[src/rtl/irqc_pkg.sv]
package irqc_pkg;
    localparam int DATA_W = 8;
    localparam int NSRC   = 7;
    localparam int NPIN   = 4;
    localparam int ADDR_W = 2;

    localparam int B_TX0  = 0;
    localparam int B_RX0  = 1;
    localparam int B_BRK0 = 2;
    localparam int B_CT   = 3;
    localparam int B_TX1  = 4;
    localparam int B_RX1  = 5;
    localparam int B_BRK1 = 6;

    localparam logic [ADDR_W-1:0] A_STAT = 2'd0;
    localparam logic [ADDR_W-1:0] A_MASK = 2'd1;
    localparam logic [ADDR_W-1:0] A_CHG  = 2'd2;

    typedef enum logic {
        IRQ_QUIET,
        IRQ_RAISED
    } irq_state_e;

    typedef enum logic [1:0] {
        DET_FILL0,
        DET_FILL1,
        DET_FILL2,
        DET_RUN
    } det_state_e;
endpackage

[src/rtl/pin_change_det.sv]
module pin_change_det
    import irqc_pkg::*;
#(
    parameter int W = NPIN
) (
    input  logic         clk,
    input  logic         rst_n,
    input  logic [W-1:0] pin_i,
    input  logic         rd_clr_i,
    output logic [W-1:0] level_o,
    output logic [W-1:0] chg_o
);
    det_state_e   st_q, st_nx;
    logic [W-1:0] sy1_q, sy2_q, prev_q, chg_q, new_chg;

    always_ff @(posedge clk or negedge rst_n) begin
        if (!rst_n) st_q <= DET_FILL0;
        else        st_q <= st_nx;
    end

    always_comb begin
        st_nx = st_q;
        unique case (st_q)
            DET_FILL0: st_nx = DET_FILL1;
            DET_FILL1: st_nx = DET_FILL2;
            DET_FILL2: st_nx = DET_RUN;
            DET_RUN:   st_nx = DET_RUN;
        endcase
    end

    always_comb begin
        new_chg = (st_q == DET_RUN) ? (sy2_q ^ prev_q) : '0;
    end

    always_ff @(posedge clk or negedge rst_n) begin
        if (!rst_n) begin
            sy1_q  <= '0;
            sy2_q  <= '0;
            prev_q <= '0;
            chg_q  <= '0;
        end else begin
            sy1_q  <= pin_i;
            sy2_q  <= sy1_q;
            prev_q <= sy2_q;
            chg_q  <= (chg_q & ~{W{rd_clr_i}}) | new_chg;
        end
    end

    assign level_o = sy2_q;
    assign chg_o   = chg_q;

    // a change-register read with no fresh change empties the flags
    assert_chg_clear_R8: assert property (@(posedge clk) disable iff (!rst_n)
        (rd_clr_i && (new_chg == '0)) |=> (chg_q == '0));
endmodule

[src/rtl/irq_status.sv]
module irq_status
    import irqc_pkg::*;
#(
    parameter int N = NSRC
) (
    input  logic         clk,
    input  logic         rst_n,
    input  logic [N-1:0] set_i,
    input  logic [N-1:0] clr_i,
    input  logic         pin_flag_i,
    input  logic         mask_we_i,
    input  logic [N:0]   mask_wdata_i,
    output logic [N:0]   stat_o,
    output logic [N:0]   mask_o
);
    logic [N-1:0] stat_q;
    logic [N:0]   mask_q;

    for (genvar g = 0; g < N; g++) begin : g_bit
        always_ff @(posedge clk or negedge rst_n) begin
            if (!rst_n)         stat_q[g] <= 1'b0;
            else if (set_i[g])  stat_q[g] <= 1'b1;
            else if (clr_i[g])  stat_q[g] <= 1'b0;
        end

        assert_set_wins_R5: assert property (@(posedge clk) disable iff (!rst_n)
            set_i[g] |=> stat_q[g]);
        assert_clear_R4: assert property (@(posedge clk) disable iff (!rst_n)
            (clr_i[g] && !set_i[g]) |=> !stat_q[g]);
    end

    always_ff @(posedge clk or negedge rst_n) begin
        if (!rst_n)         mask_q <= '0;
        else if (mask_we_i) mask_q <= mask_wdata_i;
    end

    assign stat_o = {pin_flag_i, stat_q};
    assign mask_o = mask_q;

    assert_mask_write_R6: assert property (@(posedge clk) disable iff (!rst_n)
        mask_we_i |=> (mask_q == $past(mask_wdata_i)));
endmodule

[src/rtl/irq_ctrl.sv]
module irq_ctrl
    import irqc_pkg::*;
(
    input  logic              clk,
    input  logic              rst_n,
    input  logic [1:0]        rx_evt,
    input  logic [1:0]        tx_evt,
    input  logic [1:0]        brk_evt,
    input  logic              ct_evt,
    input  logic [1:0]        rx_clr,
    input  logic [1:0]        tx_clr,
    input  logic [1:0]        brk_clr,
    input  logic              ct_clr,
    input  logic [NPIN-1:0]   pin_in,
    input  logic              reg_rd,
    input  logic              reg_wr,
    input  logic [ADDR_W-1:0] reg_addr,
    input  logic [DATA_W-1:0] reg_wdata,
    output logic [DATA_W-1:0] reg_rdata,
    output logic              irq_n
);
    logic [NSRC-1:0]   set_v, clr_v;
    logic [DATA_W-1:0] stat, mask;
    logic [NPIN-1:0]   level, chg;
    logic              rd_clr, mask_we, pending;
    irq_state_e        st_q, st_nx;

    always_comb begin
        set_v = '0;
        clr_v = '0;
        set_v[B_TX0]  = tx_evt[0];   clr_v[B_TX0]  = tx_clr[0];
        set_v[B_RX0]  = rx_evt[0];   clr_v[B_RX0]  = rx_clr[0];
        set_v[B_BRK0] = brk_evt[0];  clr_v[B_BRK0] = brk_clr[0];
        set_v[B_CT]   = ct_evt;      clr_v[B_CT]   = ct_clr;
        set_v[B_TX1]  = tx_evt[1];   clr_v[B_TX1]  = tx_clr[1];
        set_v[B_RX1]  = rx_evt[1];   clr_v[B_RX1]  = rx_clr[1];
        set_v[B_BRK1] = brk_evt[1];  clr_v[B_BRK1] = brk_clr[1];
    end

    assign rd_clr  = reg_rd && (reg_addr == A_CHG);
    assign mask_we = reg_wr && (reg_addr == A_MASK);

    pin_change_det #(.W(NPIN)) u_det (
        .clk      (clk),
        .rst_n    (rst_n),
        .pin_i    (pin_in),
        .rd_clr_i (rd_clr),
        .level_o  (level),
        .chg_o    (chg)
    );

    irq_status #(.N(NSRC)) u_stat (
        .clk          (clk),
        .rst_n        (rst_n),
        .set_i        (set_v),
        .clr_i        (clr_v),
        .pin_flag_i   (|chg),
        .mask_we_i    (mask_we),
        .mask_wdata_i (reg_wdata),
        .stat_o       (stat),
        .mask_o       (mask)
    );

    always_comb begin
        unique case (reg_addr)
            A_STAT:  reg_rdata = stat;
            A_MASK:  reg_rdata = mask;
            A_CHG:   reg_rdata = {chg, level};
            default: reg_rdata = '0;
        endcase
    end

    assign pending = |(stat & mask);

    always_ff @(posedge clk or negedge rst_n) begin
        if (!rst_n) st_q <= IRQ_QUIET;
        else        st_q <= st_nx;
    end

    always_comb begin
        st_nx = st_q;
        unique case (st_q)
            IRQ_QUIET:  if (pending)  st_nx = IRQ_RAISED;
            IRQ_RAISED: if (!pending) st_nx = IRQ_QUIET;
        endcase
    end

    always_comb begin
        irq_n = (st_q != IRQ_RAISED);
    end

    assert_irq_on_R3: assert property (@(posedge clk) disable iff (!rst_n)
        (|(stat & mask)) |=> !irq_n);
    assert_irq_off_R3: assert property (@(posedge clk) disable iff (!rst_n)
        !(|(stat & mask)) |=> irq_n);
endmodule

[config.mk]
export PLATFORM = sky130hd
export DESIGN_NAME = irq_ctrl
export DESIGN_NICKNAME = d
export VERILOG_FILES = /design/src/rtl/irqc_pkg.sv /design/src/rtl/pin_change_det.sv /design/src/rtl/irq_status.sv /design/src/rtl/irq_ctrl.sv
export SDC_FILE = /design/constraint.sdc
export NUM_CORES = 1
export LEC_CHECK = 0
export BUFFER_PORTS_ARGS = -buffer_cell sky130_fd_sc_hd__clkbuf_2
export CORE_ASPECT_RATIO = 1.25
export CORE_MARGIN = 5
export CORE_UTILIZATION = 30
export DETAILED_ROUTE_END_ITERATION = 8
export PLACE_DENSITY_LB_ADDON = 0.2
export SLEW_MARGIN = 20
export SYNTH_ARGS = -nofsm -noshare
export SYNTH_HDL_FRONTEND = slang
export SYNTH_SLANG_ARGS = --single-unit
export TNS_END_PERCENT = 50
[constraint.sdc]
create_clock -name clk -period 1.6 [get_ports clk]
set_clock_uncertainty 0.2 [all_clocks]
set_input_delay 0.16 -clock clk [delete_from_list [all_inputs] [get_ports clk]]
set_output_delay 0.16 -clock clk [all_outputs]
set_load 0.1 [all_outputs]
* Word-level counts from Yosys, hierarchy flattened
Cells that the tools add are included.
** Word-level totals
- Bits in registers :: 34
- Latch bits :: 0
- RAM bits :: 0
- Memory bits (read-only) :: 0
- Bits of input ports :: 32
- Output and inout bits :: 9
- Memories kept :: 0
** Operators by class
- Add/sub/neg operators :: 0
- Multipliers :: 0
- Div/mod/pow operators :: 0
- $lt $le $gt $ge :: 0
- Eq/ne operators :: 5
- Shift operators :: 0
- Muxes and demuxes :: 18
- Bitwise operators :: 6
- Reduce and logical (&&, ||, !) cells :: 14
** Operators with widths (count)
- $pmux W8 S3 :: 1
- $mux W1 :: 15
- $reduce_bool A2 Y1 :: 7
- $and A8 B8 Y8 :: 1
- $reduce_or A8 Y1 :: 1
- $eq A2 B2 Y1 const B :: 3
- $pmux W2 S3 :: 1
- $and A4 B4 Y4 :: 1
- $eq A2 B1 Y1 const B :: 2
- $logic_not A2 Y1 :: 2
- $mux W4 :: 1
- $not A4 Y4 :: 1
- $or A4 B4 Y4 :: 1
- $reduce_or A4 Y1 :: 1
- $xor A4 B4 Y4 :: 1
- $logic_and A1 B1 Y1 :: 2
- $reduce_or A2 Y1 :: 1
- $not A1 Y1 :: 1

* Longest topological paths before layout
Gate-level depths: netlist of the first run.
- Depth after elaboration :: 5
- Mapped depth :: 5
- Depth with buffers taken out :: 3

* Hierarchy
Synthesis of the first run repeated with hierarchy kept, for this count alone.
** Second synthesis, totals
- Cells, all modules :: 103
- Area total of the unflattened synthesis :: 1417.6 um2
** By module, submodules not included
- irq_status :: times used 1, cells an instance 39, area each 593.1 um2, sequential area each 375.4 um2
- pin_change_det :: times used 1, cells an instance 33, area each 544.3 um2, sequential area each 450.4 um2
- irq_ctrl :: times used 1, cells an instance 31, area each 280.3 um2, sequential area each 25.0 um2

* Least setup slack after synthesis of the first run
OpenSTA, ideal clock, no wires.
- Path kind :: input port to output port
- Start point :: input port reg_addr[0]
- End point :: output port reg_rdata[0]
- Arrival time :: 2554 ps
- Setup slack :: -1314 ps
- Cell stages on the path :: 3
- Buffers on the path :: 1
- Path through :: buf_4 mux2i_1 o21ai_0
** On the way
- Cells in the longest elaborated chain, start to end :: 2
- Elaborated cells on any way between the ends :: 4
** RTL lines
- start: declaration :: RTL line irq_ctrl.sv:17 : input logic [ADDR_W-1:0] reg_addr,
- $eq A2 B2 Y1 (tied with other cells) :: RTL line irq_ctrl.sv:65 : unique case (reg_addr)
- $pmux W8 S3 (*) :: RTL line irq_ctrl.sv:65
- end: declaration :: RTL line irq_ctrl.sv:19 : output logic [DATA_W-1:0] reg_rdata,
Mark *: on every way between the ends. The rest lies on a longest branch, timed or not.

* Worst setup path after layout of the first run
- Start point :: register u_det.chg_q[0], in the netlist u_det.chg_o[0]
- End point :: output port reg_rdata[7]
** On the way
- Cells in the longest elaborated chain, start to end :: 2
** RTL lines
- start: declaration :: RTL line pin_change_det.sv:14 : logic [W-1:0] sy1_q, sy2_q, prev_q, chg_q, new_chg;
- start signal: assignment :: RTL line pin_change_det.sv:45 : chg_q <= (chg_q & ~{W{rd_clr_i}}) | new_chg;
- $reduce_or A4 Y1 :: RTL line irq_ctrl.sv:57 : .pin_flag_i (|chg),
- $pmux W8 S3 :: RTL line irq_ctrl.sv:65
No other way between the ends.

==> flow_summary_export.csv, run 1 <==
group,metric,value,unit
place,place_ws,-124,ps
logic_synthesis,yosys.area.top_type,"dfrtp_1",
clock_tree,clk_latency,280,ps
drt,avgRoutedWirePerCell,12.4,um
drt,totalWireLength,3.02,mm
place,io_buffer_count,40,
drt,ant_nets,0,
global_routing,antenna_found_initial,0,
layout,finalNonFillerCells,243,
logic_synthesis,ys_types,20,
sta,fmax,0.503,GHz
logic_synthesis,synth_top_area_share,63.5,%
die,core-area,4360,um^2
place,dpl.cell_count,208,
place,dp_hpwl,2.27,mm
sta,worst_slew_pin_slew,434,ps
logic_synthesis,synth_area_leaders,"dfrtp_1 (63%), mux2_2 (6.7%), mux2i_1 (6.0%), a21o_1 (3.9%), nand2_1 (3.1%)",
sta,drv_slew,0,
logic_synthesis,ys_seq_area_share,63.5,%
place,gp_congestion,0.692,
sta,slew_headroom,71.1,%
pwr,peakVddDrop,0.517,mV
global_routing,track_usage,11.3,%
logic_synthesis,synth_edf_count,0,
outcome,violations,"setup timing",
run,maxCapViolations,0,
setup_path,crit_arrival,1630,ps
layout,seqCellArea,851,um^2
die,die-height,84.7,um
clock_tree,cts_buffers,5,
drt,dr_wl_met2,1.58,mm
drt,drcViolationCount,0,
sta,timing.final.ws_setup,-388,ps
logic_synthesis,synth_nets,135,
layout,antenna_cells,0,
die,fp-row-count,27,
sta,hold_slack,25.1,ps
clock_tree,cts_sinks,34,
setup_path,critPathKind,"reg -> out",
hold_path,hp-class,"in -> reg",
sta,finalHoldViolCount,0,
drt,wl_met3,179,um
clock_tree,clk_pin_slew_worst_paths,70,ps
pwr,power,2.38,mW
clock_tree,clock_path_buffers,2,
sta,final.min_clock_period,1990,ps
die,start_util,30.7,%
drt,viasPerCell,4.36,
setup_path,required,1240,ps
drt,num_vias,1059,
drt,met1_length,1.20,mm
sta,rsz0062_at_grt,"yes",
logic_synthesis,ys_async_sr_fraction,100,%
layout,fillers,375,
die,pin_count,41,
clock_tree,ctsHtreeMaxLevel,2,
clock_tree,post_cts_buffers,0,
die,die-area,5910,um^2
layout,layout_common_cells,"dfrtp_1 (34), clkbuf_2 (31), dlygate4sd3_1 (27)",
global_routing,first_global_vias,1160,
pwr,p_leak,1.05,nW
die,die_x,69.8,um
logic_synthesis,netlist_area,1340,um^2
layout,nets,216,
global_routing,grt_pass1_wl,5.18,mm
drt,firstDrtPassIters,4,
logic_synthesis,synth_warnings,0,
drt,drt-initial-drc-count,35,
setup_path,reg2reg_slack,150,ps
logic_synthesis,ys_ff_latch,34,
global_routing,grt_max_degree,35,
pwr,cellPowerDensity,1050,nW/um^2
layout,drive_above_1_share,42.7,%
logic_synthesis,avgSynthCellArea,13.0,um^2
global_routing,grt-ovfl-total,0,
layout,multi_input_area,536,um^2
sta,finalCritPeriodShare,124,%
layout,syn_to_final_growth,68.5,%
layout,layout_commonest_cell,"dfrtp_1",
setup_path,worst-path-max-fanout,2,
clock_tree,cts-root-buf,"clkbuf_8",
drt,routed.top_layer,"met4",
clock_tree,tritoncts,"done",
logic_synthesis,syn_inst,103,
setup_path,endpoint_kind,"output port",
outcome,status,"finished, violations left",
sta,setup_viol_count_final,1,
logic_synthesis,synth_flop_cell,"dfrtp_1",
setup_path,startpoint_type,"flip-flop",
-- synthesized netlist by cell type (2+ instances only) --
library cell,count
a22oi_1,2
o21ai_0,7
mux2i_1,8
inv_1,8
a21o_1,7
o2bb2ai_1,4
mux2_2,8
xnor2_1,4
dfrtp_1,34
nand2_1,11
-- through the flow --
stage               cell area, um^2  util, %  setup TNS, ps
floorplan                      1410        -           -254
finish                         2260     51.8           -388
global placement               1860     42.8          -85.9
CTS                            2240     51.4           -416
detailed placement             1860     42.8           -124
global route                   2260     51.8           -433
-- timing repair --
item	CTS	global route
endpoints found under the hold margin	53	0
hold buffers	27	0
endpoints found under the setup margin	1	3
pin swaps	2	1
resized for setup	0	3
-- final cells by class --
| type | instances | area share [%] |
|---|---|---|
| clock buffer | 5 | 3.05 |
| tap | 58 | 3.21 |
| clock inverter | 3 | 1.77 |
| sequential | 34 | 37.7 |
| inverter | 8 | 1.33 |
| multi-input combinational | 59 | 23.7 |
| timing repair buffer | 76 | 29.3 |
-- routing by layer --
| metal | up-vias | track usage (%) |
|---|---|---|
| li1 | 515 | - |
| met1 | 510 | 12.5 |
| met2 | 28 | 19.0 |
| met3 | 6 | 4.31 |
| met4 | 0 | 5.23 |
| met5 | - | 0 |
-- logic make-up after synthesis --
kind of cell / Yosys count / share of synthesized area, %
flip-flops: 34 / 63.5
AO/OA/AOI/OAI: 22 / 11.4
AND/OR/NAND/NOR: 17 / 6.63
multiplexers: 16 / 12.7
buffers and inverters: 10 / 3.17
XOR/XNOR: 4 / 2.61
-- flip-flops by register name, summed over array words and instances (netlist names) --
register,count
u_det.chg_o,4
u_stat.mask_o,8
u_det.st_q,2
u_det.level_o,4
u_stat.stat_o,7
u_det.prev_q,4
u_det.sy1_q,4
st_q,1
-- worst paths after layout --
path / start / to / depth (start not counted)
max: u_det.chg_o[0]$_DFF_PN0_ / reg_rdata[7] / 4
min: reg_rd / u_det.chg_o[1]$_DFF_PN0_ / 3
max reg2reg: u_stat.stat_o[3]$_DFFE_PN0P_ / u_stat.stat_o[3]$_DFFE_PN0P_ / 2
min reg2reg: u_det.sy1_q[1]$_DFF_PN0_ / u_det.level_o[1]$_DFF_PN0_ / 0
max in group asynchronous: rst_n / u_det.prev_q[3]$_DFF_PN0_ / 3
min in group asynchronous: rst_n / u_stat.stat_o[2]$_DFFE_PN0P_ / 3
-- critical path: stages (launching register included) --
cell	delay (ps)
dfrtp_1	370
or4_4	550
mux2i_4	180
o21ai_4	80
buf_12	160
-- report_power, final --
part           total (mW)  switching, mW  leakage (nW)  internal, mW
combinational       0.639          0.348         0.615         0.291
sequential          0.994         0.0591         0.374         0.935
clock               0.749          0.291        0.0579         0.458
Note: power is estimated with default switching activity, not from simulation.
==> inputs of run 2 (changes only) <==
--- a/config.mk
+++ b/config.mk
@@ -5,7 +5,7 @@
 export SDC_FILE = /design/constraint.sdc
 export NUM_CORES = 1
 export LEC_CHECK = 0
-export BUFFER_PORTS_ARGS = -buffer_cell sky130_fd_sc_hd__clkbuf_2
+export BUFFER_PORTS_ARGS = -buffer_cell sky130_fd_sc_hd__buf_4
 export CORE_ASPECT_RATIO = 1.25
 export CORE_MARGIN = 5
 export CORE_UTILIZATION = 30
==> constraint.sdc (replaced) <==
create_clock -name clk -period 2.1 [get_ports clk]
set_clock_uncertainty 0.2 [all_clocks]
set_input_delay 0.21 -clock clk [delete_from_list [all_inputs] [get_ports clk]]
set_output_delay 0.21 -clock clk [all_outputs]
set_load 0.1 [all_outputs]
==> flow_summary_export.csv, run 2 (synthesized netlist as in run 1, its figures left out) <==
group,metric,value,unit
clock_tree,cts-root-buf,"clkbuf_8",
layout,layout_common_cells,"buf_4 (44), dfrtp_1 (34), dlygate4sd3_1 (23)",
drt,ant_nets,0,
die,pin_count,41,
drt,drcViolationCount,0,
sta,drv_slew,0,
clock_tree,tritoncts,"done",
place,placed_area,1720,um^2
layout,antenna_cells,0,
die,die-height,84.7,um
sta,rsz0062_at_grt,"yes",
sta,worst_slew_pin_slew,436,ps
clock_tree,cts_sinks,34,
die,core-area,4360,um^2
die,fp-row-count,27,
pwr,switching_power,0.487,mW
clock_tree,clk_pin_slew_worst_paths,60,ps
global_routing,grt_pass1_wl,5.12,mm
sta,slew_headroom,70.9,%
drt,totalWireLength,3.01,mm
sta,final.min_clock_period,2050,ps
sta,finalHoldViolCount,0,
drt,drt-initial-drc-count,20,
sta,finalSetupTns,0,ps
sta,timing.final.ws_setup,53.5,ps
global_routing,track_usage,11.2,%
setup_path,critPathKind,"reg -> out",
hold_path,min_from,"rx_clr[0]",
outcome,status,"finished, final reports clean",
place,dp_hpwl,2.20,mm
sta,fmax,0.489,GHz
pwr,cellPowerDensity,781,nW/um^2
drt,viasPerCell,4.41,
layout,nets,208,
clock_tree,clk_latency,280,ps
setup_path,crit_arrival,1640,ps
drt,firstDrtPassIters,4,
layout,syn_to_final_growth,54.7,%
global_routing,antenna_found_initial,0,
die,die-area,5910,um^2
layout,largest_register_ffs,8,
layout,fillers,399,
global_routing,grt-ovfl-total,0,
hold_path,hp-class,"in -> reg",
setup_path,worst-path-max-fanout,3,
pwr,internal_power,1.13,mW
global_routing,first_global_vias,1151,
pwr,p_leak,0.981,nW
clock_tree,clock_path_buffers,2,
setup_path,required,1690,ps
setup_path,crit_path_start,"u_det.chg_o[1]$_DFF_PN0_",
layout,drive_above_1_share,37.7,%
layout,final_area,2070,um^2
sta,hold_slack,9.95,ps
sta,setup_viol_count_final,0,
sta,finalCritPeriodShare,97.5,%
layout,layout_commonest_cell,"buf_4",
pwr,swShare,30.1,%
pwr,power,1.62,mW
setup_path,crit-reg2reg-launch,"u_det.chg_o[1]$_DFF_PN0_",
clock_tree,ctsHtreeMaxLevel,2,
pwr,peakVddDrop,0.431,mV
setup_path,startpoint_type,"flip-flop",
place,io_buffer_count,40,
clock_tree,cts_buffers,5,
pwr,sequentialPowerShare,46.6,%
global_routing,grt_max_degree,35,
pwr,combPwrFrac,25.2,%
drt,num_vias,1027,
setup_path,reg2reg_slack,640,ps
run,maxCapViolations,0,
place,place_ws,310,ps
place,gp_congestion,0.719,
pwr,pwr-share-clk,28.3,%
drt,avgRoutedWirePerCell,12.9,um
die,die_x,69.8,um
die,start_util,30.7,%
setup_path,endpoint_kind,"output port",
==> run 2: cell count changes in the layout (fill, tap and decap cells not counted), sizes merged <==
cell / change
clkbuf: -30
buf: +27
dlygate4sd3: -4
clkinv: -2
bufinv: -1
==> run 2: what timing repair did <==
item,4_1_cts,5_1_grt
buffers inserted,0,4
endpoints found under the hold margin,53,0
endpoints found under the setup margin,1,1
gates resized for setup,1,1
hold buffers,23,0
pin swaps,0,0
==> run 2: layout make-up <==
class / instances / area [um^2] / area share, %
flip-flops and latches: 34 / 851 / 41.0
well taps: 58 / 72.6 / 3.50
inverters: 8 / 30.0 / 1.45
clock buffers: 6 / 82.6 / 3.98
repair buffers: 68 / 576 / 27.8
multi-input cells: 59 / 462 / 22.3
==> run 2: routing by layer <==
| metal | wire (um) | vias to the layer above | global-route usage, % |
|---|---|---|---|
| met3 | 199 | 7 | 5.03 |
| li1 | - | 501 | - |
| met1 | 1250 | 489 | 12.8 |
| met2 | 1490 | 30 | 17.8 |
| met4 | 79 | 0 | 5.75 |
| met5 | 0 | - | 0 |
==> run 2: per-stage QoR <==
stage | utilization [%] | std cells
after floorplan | - | 103
after CTS | 46.8 | 229
after global routing | 47.6 | 233
after global placement | 39.5 | 200
final | 47.6 | 233
after detailed placement | 39.5 | 200
==> run 2: critical path: stages (launching register included) <==
cell	delay [ps]
dfrtp_1	400
or4_4	540
mux2i_1	170
o21ai_2	80
buf_8	170
==> run 2: worst paths after layout <==
| check | end | depth (start not counted) |
|---|---|---|
| setup / recovery | reg_rdata[7] | 4 |
| hold / removal | u_stat.stat_o[1]$_DFFE_PN0P_ | 3 |
| setup reg to reg | st_q$_DFF_PN0_ | 3 |
| hold reg to reg | u_det.level_o[0]$_DFF_PN0_ | 0 |
| max in group asynchronous | u_stat.mask_o[6]$_DFFE_PN0P_ | 2 |
| min in group asynchronous | u_det.sy1_q[1]$_DFF_PN0_ | 2 |
==> run 2: power by group through the flow <==
| stage | Sequential [mW] | Clock (mW) | Combinational (mW) |
|---|---|---|---|
| floorplan | 0.753 | 0 | 0.257 |
| global placement | 0.764 | 0 | 0.361 |
| detailed placement | 0.767 | 0 | 0.365 |
| CTS | 0.755 | 0.475 | 0.403 |
| global route | 0.762 | 0.499 | 0.437 |
| finish | 0.754 | 0.457 | 0.408 |
